--- config.mk ---
export PLATFORM = sky130hd
export DESIGN_NAME = ref_autoswitch
export DESIGN_NICKNAME = d
export VERILOG_FILES = /design/src/rtl/ref_autoswitch_pkg.sv /design/src/rtl/ref_autoswitch_edge.sv /design/src/rtl/ref_autoswitch_fsm.sv /design/src/rtl/ref_autoswitch_sel.sv /design/src/rtl/ref_autoswitch.sv
export SDC_FILE = /design/constraint.sdc
export NUM_CORES = 1
export LEC_CHECK = 0
export BUFFER_PORTS_ARGS = -buffer_cell sky130_fd_sc_hd__buf_2
export CAP_MARGIN = 15
export CORE_AREA = 2 2 39 41
export DETAILED_ROUTE_END_ITERATION = 8
export DIE_AREA = 0 0 41 43
export PLACE_DENSITY_LB_ADDON = 0.2
export SKIP_LAST_GASP = 1
export SLEW_MARGIN = 15
export SYNTH_ARGS = -nofsm -noshare
export SYNTH_HDL_FRONTEND = slang
export SYNTH_SLANG_ARGS = --single-unit
--- constraint.sdc ---
create_clock -name clk_i -period 3.3 [get_ports clk_i]
set_input_delay 0.66 -clock clk_i [delete_from_list [all_inputs] [get_ports clk_i]]
set_output_delay 0.66 -clock clk_i [all_outputs]
set_load 0.02 [all_outputs]
--- src/rtl/ref_autoswitch_pkg.sv ---
package ref_autoswitch_pkg;
  typedef enum logic [1:0] {
    ST_MANUAL   = 2'd0,
    ST_ARM_WAIT = 2'd1,
    ST_ARMED    = 2'd2,
    ST_SWITCHED = 2'd3
  } sw_state_e;
endpackage

--- src/rtl/ref_autoswitch_edge.sv ---
module ref_autoswitch_edge (
  input  logic clk_i,
  input  logic rst_ni,
  input  logic lol_i,
  output logic lol_rise_o
);
  logic lol_q;

  always_ff @(posedge clk_i or negedge rst_ni) begin
    if (!rst_ni) lol_q <= 1'b1;
    else         lol_q <= lol_i;
  end

  assign lol_rise_o = lol_i & ~lol_q;
endmodule

--- src/rtl/ref_autoswitch_fsm.sv ---
module ref_autoswitch_fsm
  import ref_autoswitch_pkg::*;
(
  input  logic      clk_i,
  input  logic      rst_ni,
  input  logic      auto_i,
  input  logic      lol_i,
  input  logic      lol_rise_i,
  output logic      flip_o,
  output logic      hold_o,
  output logic      armed_o
);
  sw_state_e state_q, state_d;

  always_comb begin
    state_d = state_q;
    flip_o  = 1'b0;
    unique case (state_q)
      ST_MANUAL:   if (auto_i) state_d = lol_i ? ST_ARM_WAIT : ST_ARMED;
      ST_ARM_WAIT: if (!auto_i) state_d = ST_MANUAL;
                   else if (!lol_i) state_d = ST_ARMED;
      ST_ARMED:    if (!auto_i) state_d = ST_MANUAL;
                   else if (lol_rise_i) begin
                     state_d = ST_SWITCHED;
                     flip_o  = 1'b1;
                   end
      ST_SWITCHED: if (!auto_i) state_d = ST_MANUAL;
      default:     state_d = ST_MANUAL;
    endcase
  end

  always_ff @(posedge clk_i or negedge rst_ni) begin
    if (!rst_ni) state_q <= ST_MANUAL;
    else         state_q <= state_d;
  end

  // selection frozen once switched and still in automatic mode
  assign hold_o  = (state_q == ST_SWITCHED) & auto_i;
  assign armed_o = (state_q == ST_ARMED);
endmodule

--- src/rtl/ref_autoswitch_sel.sv ---
module ref_autoswitch_sel #(
  parameter logic RESET_SEL = 1'b0
) (
  input  logic clk_i,
  input  logic rst_ni,
  input  logic ref_sel_i,
  input  logic flip_i,
  input  logic hold_i,
  output logic sel_o
);
  logic sel_q;

  always_ff @(posedge clk_i or negedge rst_ni) begin
    if (!rst_ni)     sel_q <= RESET_SEL;
    else if (flip_i) sel_q <= ~sel_q;
    else if (!hold_i) sel_q <= ref_sel_i;
  end

  assign sel_o = sel_q;
endmodule

--- src/rtl/ref_autoswitch.sv ---
module ref_autoswitch #(
  parameter logic RESET_SEL = 1'b0
) (
  input  logic clk_i,
  input  logic rst_ni,
  input  logic auto_i,
  input  logic ref_sel_i,
  input  logic lol_i,
  output logic sel_o,
  output logic ref_ack_o,
  output logic armed_o
);
  logic lol_rise, flip, hold, armed_d, armed_q;

  ref_autoswitch_edge u_edge (
    .clk_i(clk_i), .rst_ni(rst_ni), .lol_i(lol_i), .lol_rise_o(lol_rise)
  );

  ref_autoswitch_fsm u_fsm (
    .clk_i(clk_i), .rst_ni(rst_ni), .auto_i(auto_i), .lol_i(lol_i),
    .lol_rise_i(lol_rise), .flip_o(flip), .hold_o(hold), .armed_o(armed_d)
  );

  ref_autoswitch_sel #(.RESET_SEL(RESET_SEL)) u_sel (
    .clk_i(clk_i), .rst_ni(rst_ni), .ref_sel_i(ref_sel_i),
    .flip_i(flip), .hold_i(hold), .sel_o(sel_o)
  );

  assign armed_q   = armed_d;
  assign armed_o   = armed_q;
  assign ref_ack_o = sel_o;
endmodule

# Yosys cells after proc, flatten, opt, wreduce, memory -nomap -nowiden
# Index checks and enable logic that the tools add are counted.
# totals
wordCells	30
reg_bits	4
input_bits	5
# classes
bitwise	4
muxes	13
n_reduce_logical	2
n_eq_ne	8
# op_table
operator	count
$mux 2	7
$pmux 2 s4	1
$ne 2x2->1 const B	3
$mux 1	5
$eq 2x2->1 const B	2
$reduce_and 4->1	1
$ne 3x2->1 const B	1
$ne 3x3->1 const B	1
$and 1x1->1	2
$eq 2x1->1 const B	1
$logic_not 2->1	1
$not 1->1	2

# Depth between registers and ports, before layout
# logic_depth
depth_word	6
ltp_mapped	3
depth_no_buf	3

# Hierarchy
# From an unflattened synthesis, not the netlist that was laid out.
# unflattened
hier_cells	17
area_unflattened_um2	201.4
# by_module_without_submodules
mod	area_per_inst_um2	seq_area_each_um2	n_inst	cells_each
ref_autoswitch_fsm	108.9	50.0	1	11
ref_autoswitch_sel	45.0	25.0	1	3
ref_autoswitch_edge	40.0	26.3	1	2
ref_autoswitch	7.5	0.0	1	1

# Worst setup path before layout
# No wires, ideal clock.
# synth_timing
kind	register to output
from	reg u_fsm.state_q[1]
to	out armed_o
slack_ps	1930
n_path_buf	0
arrival_time_ps	710
path_stages_with_launch	3
cell_sequence	dfrtp_1 inv_1 nor2_1
# synth_via
elab_chain_cells	1
# synth_rtl
item	line_no	source
start: declaration	ref_autoswitch_fsm.sv:13	sw_state_e state_q, state_d;
start signal: assignment	ref_autoswitch_fsm.sv:34	else state_q <= state_d;
$eq 2x2->1	ref_autoswitch_fsm.sv:39	assign armed_o = (state_q == ST_ARMED);
end: declaration	ref_autoswitch.sv:11	output logic armed_o
# No other way between the ends.

# Final worst setup path
# Same ends and word-level chain as after synthesis.

==> reports/metrics.yaml <==
power_and_ir_drop:
  total_leakage_power_nw: 0.118
  share_of_power_burned_in_the_clock_network_pct: 46.6
  power.density_cell_area_nw_per_um2: 541
  combPwrFrac_pct: 12.8
  internal_power_mw: 0.106
  sw_power_mw: 0.0334
  netSwitchingFraction_pct: 24.0
  power.ir.vdd_worst_mv: 0.126
  sequentialPowerShare_pct: 40.5
global_route:
  grt_pass1_wl_microns: 607
  grt_start_max_net_pins: 6
  grt_overflow: 0
  grt_pass1_vias: 157
  grt_antenna_before_repair: 0
  grt.total_usage_pct: 5.86
route:
  drt_drc_violations_left: 0
  drt_iter0_drc: 3
  final_antenna_net_count: 0
  viasPerCell: 3.61
  route.final.wire_length_microns: 351
  detail_route.first_pass.iterations: 2
  routedWlPerCell_microns: 7.98
  detailroute.via_count: 159
logic_synthesis:
  post_synth_inst_count: 18
  synthesis.nets: 23
  syn-cell-area_sq_um: 184
  number_of_unique_standard_cell_types_used_by_synthesis: 13
  synth-seq-area-share_pct: 55.1
  avgSynthCellArea_sq_um: 10.2
  post_synthesis_sequential_element_count: 4
  synthesis.yosys.warnings: 0
floorplan:
  coreArea_sq_um: 1380
  row_count: 14
  initial_utilization_pct: 13.3
  io-pin-count: 8
  die_h_microns: 43
  die_width_microns: 41
  fp.dieArea_sq_um: 1760
layout:
  final_core_util_pct: 18.6
  drive_gt1_share_pct: 39.3
  layout-area-overhead-vs-synth_pct: 40.1
  antenna_cells_inserted: 0
  nets: 34
  stdcell_count: 44
  area_of_all_placed_cells_without_fillers_sq_um: 258
clock_network:
  clock_insertion_delay_worst_skew_ns: 0.23
  cts_inserted_buffers: 3
  ctsResizeCount: 0
  cts.sink_count: 4
  clock_tree.buffer_depth: 2
  path_clk_slew_ns: 0.04
  cts_setup_buffers: 0
  cts_tree: "yes"
  holdBufCountCts: 0
  htreeDepth: 1
  cts_root_buf: "clkbuf_4"
critical_path:
  cp_max_stage_delay_ns: 0.39
  critical_path.max_fanout: 5
  number_of_cells_on_the_worst_reg_to_reg_path: 3
  critPathLaunchType: "register"
  cp-startpoint: "u_fsm.state_q[1]$_DFFE_PN0P_"
  critical_path.slowest_cell: "dfrtp_1"
  critical_path.endpoint_type: "output port"
  critical_path_class: "reg -> out"
  worstPathArrival_ns: 0.92
  setup.reg_to_reg.worst_slack_ns: 2.21
  required_arrival_time_at_the_worst_endpoint_ns: 2.64
  regToRegStartpoint: "u_fsm.state_q[1]$_DFFE_PN0P_"
  worstReg2RegEnd: "u_sel.sel_o$_DFFE_PN0P_"
  crit_path_cell_trace: "inv_1, nor2_1, buf_2"
  setup.worst_path.end: "armed_o"
sta:
  fmax_mhz: 632
  finalClockSkew_ns: 0.00863
  slew_violations: 0
  hold_viol_final: 0
  final.setup.tns_ns: 0
  timing.hold.ws_ns: 0.218
  transition_at_the_pin_with_the_smallest_max_transition_slack_ns: 0.157
  max_slew_margin_pct: 89.4
  rsz0062_at_grt: "no"
  report.final.setup_viol: 0
  final_period_minus_worst_setup_slack_ns: 1.58
  timing.final.crit_share_pct: 48.0
placement:
  last_weighted_congestion_value_of_the_routability_driven_placer: 0.618
  buffer_ports.inserted: 7
  placed_cells: 40
  dp.final_hpwl_microns: 303
  placedInstanceArea_sq_um: 231
job:
  max_cap_viol_count: 0
min_path:
  worst_hold_path_type: "in -> async"
outcome:
  run_status: "completed"
[cell usage after synthesis (all sizes together)]
cell	n	area (sq um)
buf	1	7.51
nand4	1	6.26
a21boi	1	7.51
nor2b	2	12.5
or4	1	7.51
nand2	2	7.51
inv	1	3.75
nand3	1	5.00
dfrtp	3	75.1
nor2	1	3.75
a22oi	2	15.0
nand2b	1	6.26
dfstp	1	26.3
[power groups by stage]
| stage | clock network (mW) | registers, mW | logic [mW] |
|---|---|---|---|
| finish | 0.0650 | 0.0565 | 0.0179 |
| CTS | 0.0684 | 0.0566 | 0.0184 |
| global route | 0.0706 | 0.0571 | 0.0204 |
| floorplan | 0 | 0.0581 | 0.0101 |
| global placement | 0 | 0.0571 | 0.0184 |
| detailed placement | 0 | 0.0572 | 0.0183 |
[cells by family (layout without fill, tap and decap cells)]
group                  after synthesis  after routing  synth area share (%)
AO/OA/AOI/OAI                        3              3                  12.2
buffers and inverters                2             12                  6.12
flip-flops                           4              4                  55.1
AND/OR/NAND/NOR                      9              9                  26.5
[how the worst min path moves through the flow]
stage,cells after the start,from,end
finish,1,rst_ni,u_sel.sel_o$_DFFE_PN0P_
floorplan,0,rst_ni,u_fsm.state_q[0]$_DFFE_PN0P_
global placement,1,rst_ni,u_sel.sel_o$_DFFE_PN0P_
CTS,1,rst_ni,u_sel.sel_o$_DFFE_PN0P_
global route,1,rst_ni,u_sel.sel_o$_DFFE_PN0P_
detailed placement,1,rst_ni,u_sel.sel_o$_DFFE_PN0P_
[worst max-delay path: cells and delay by family (launching register included)]
kind          cells  cell delay (ns)
buf+inv           2             0.23
flops             1             0.39
simple gates      1             0.08
[stage by stage]
| step | power, mW | worst slack [ns] |
|---|---|---|
| after floorplan | 0.0683 | 1.93 |
| after global placement | 0.0756 | 1.82 |
| after detailed placement | 0.0755 | 1.82 |
| after CTS | 0.143 | 1.70 |
| after global routing | 0.148 | 1.61 |
| final | 0.139 | 1.72 |
[flip-flops by register name, indices dropped and copies added (netlist names)]
name	cells
u_sel.sel_o	1
u_fsm.state_q	2
u_edge.lol_q	1
[layout make-up]
cell class | instances | area (sq um)
multi-input combinational | 12 | 71.3
tap | 16 | 20.0
fill | 163 | 1130
clock buffer | 4 | 26.3
sequential | 4 | 101
timing repair buffer | 7 | 35.0
inverter | 1 | 3.75
[metal layers]
layer  GRT usage [%]  wire (microns)  part of all wire, %  up-vias
li1                -               -                    -       83
met4            6.00               0                    0        0
met1            6.23             141                   40       73
met3            4.71              31                  8.8        0
met5               0               0                    0        -
met2            6.56             178                   51        3
[layout by cell type, fill, tap and decap left out]
master and count:
dfrtp_1 3, nand2b_1 1, inv_1 1, dfstp_2 1
buf_2 7, nor2b_1 2, a21boi_0 1, nand3_1 1
clkbuf_1 1, nand2_1 2, clkbuf_4 3, nand4_1 1
nor2_1 1, or4_1 1, a22oi_1 2
Note: power is estimated with default switching activity, not from simulation.
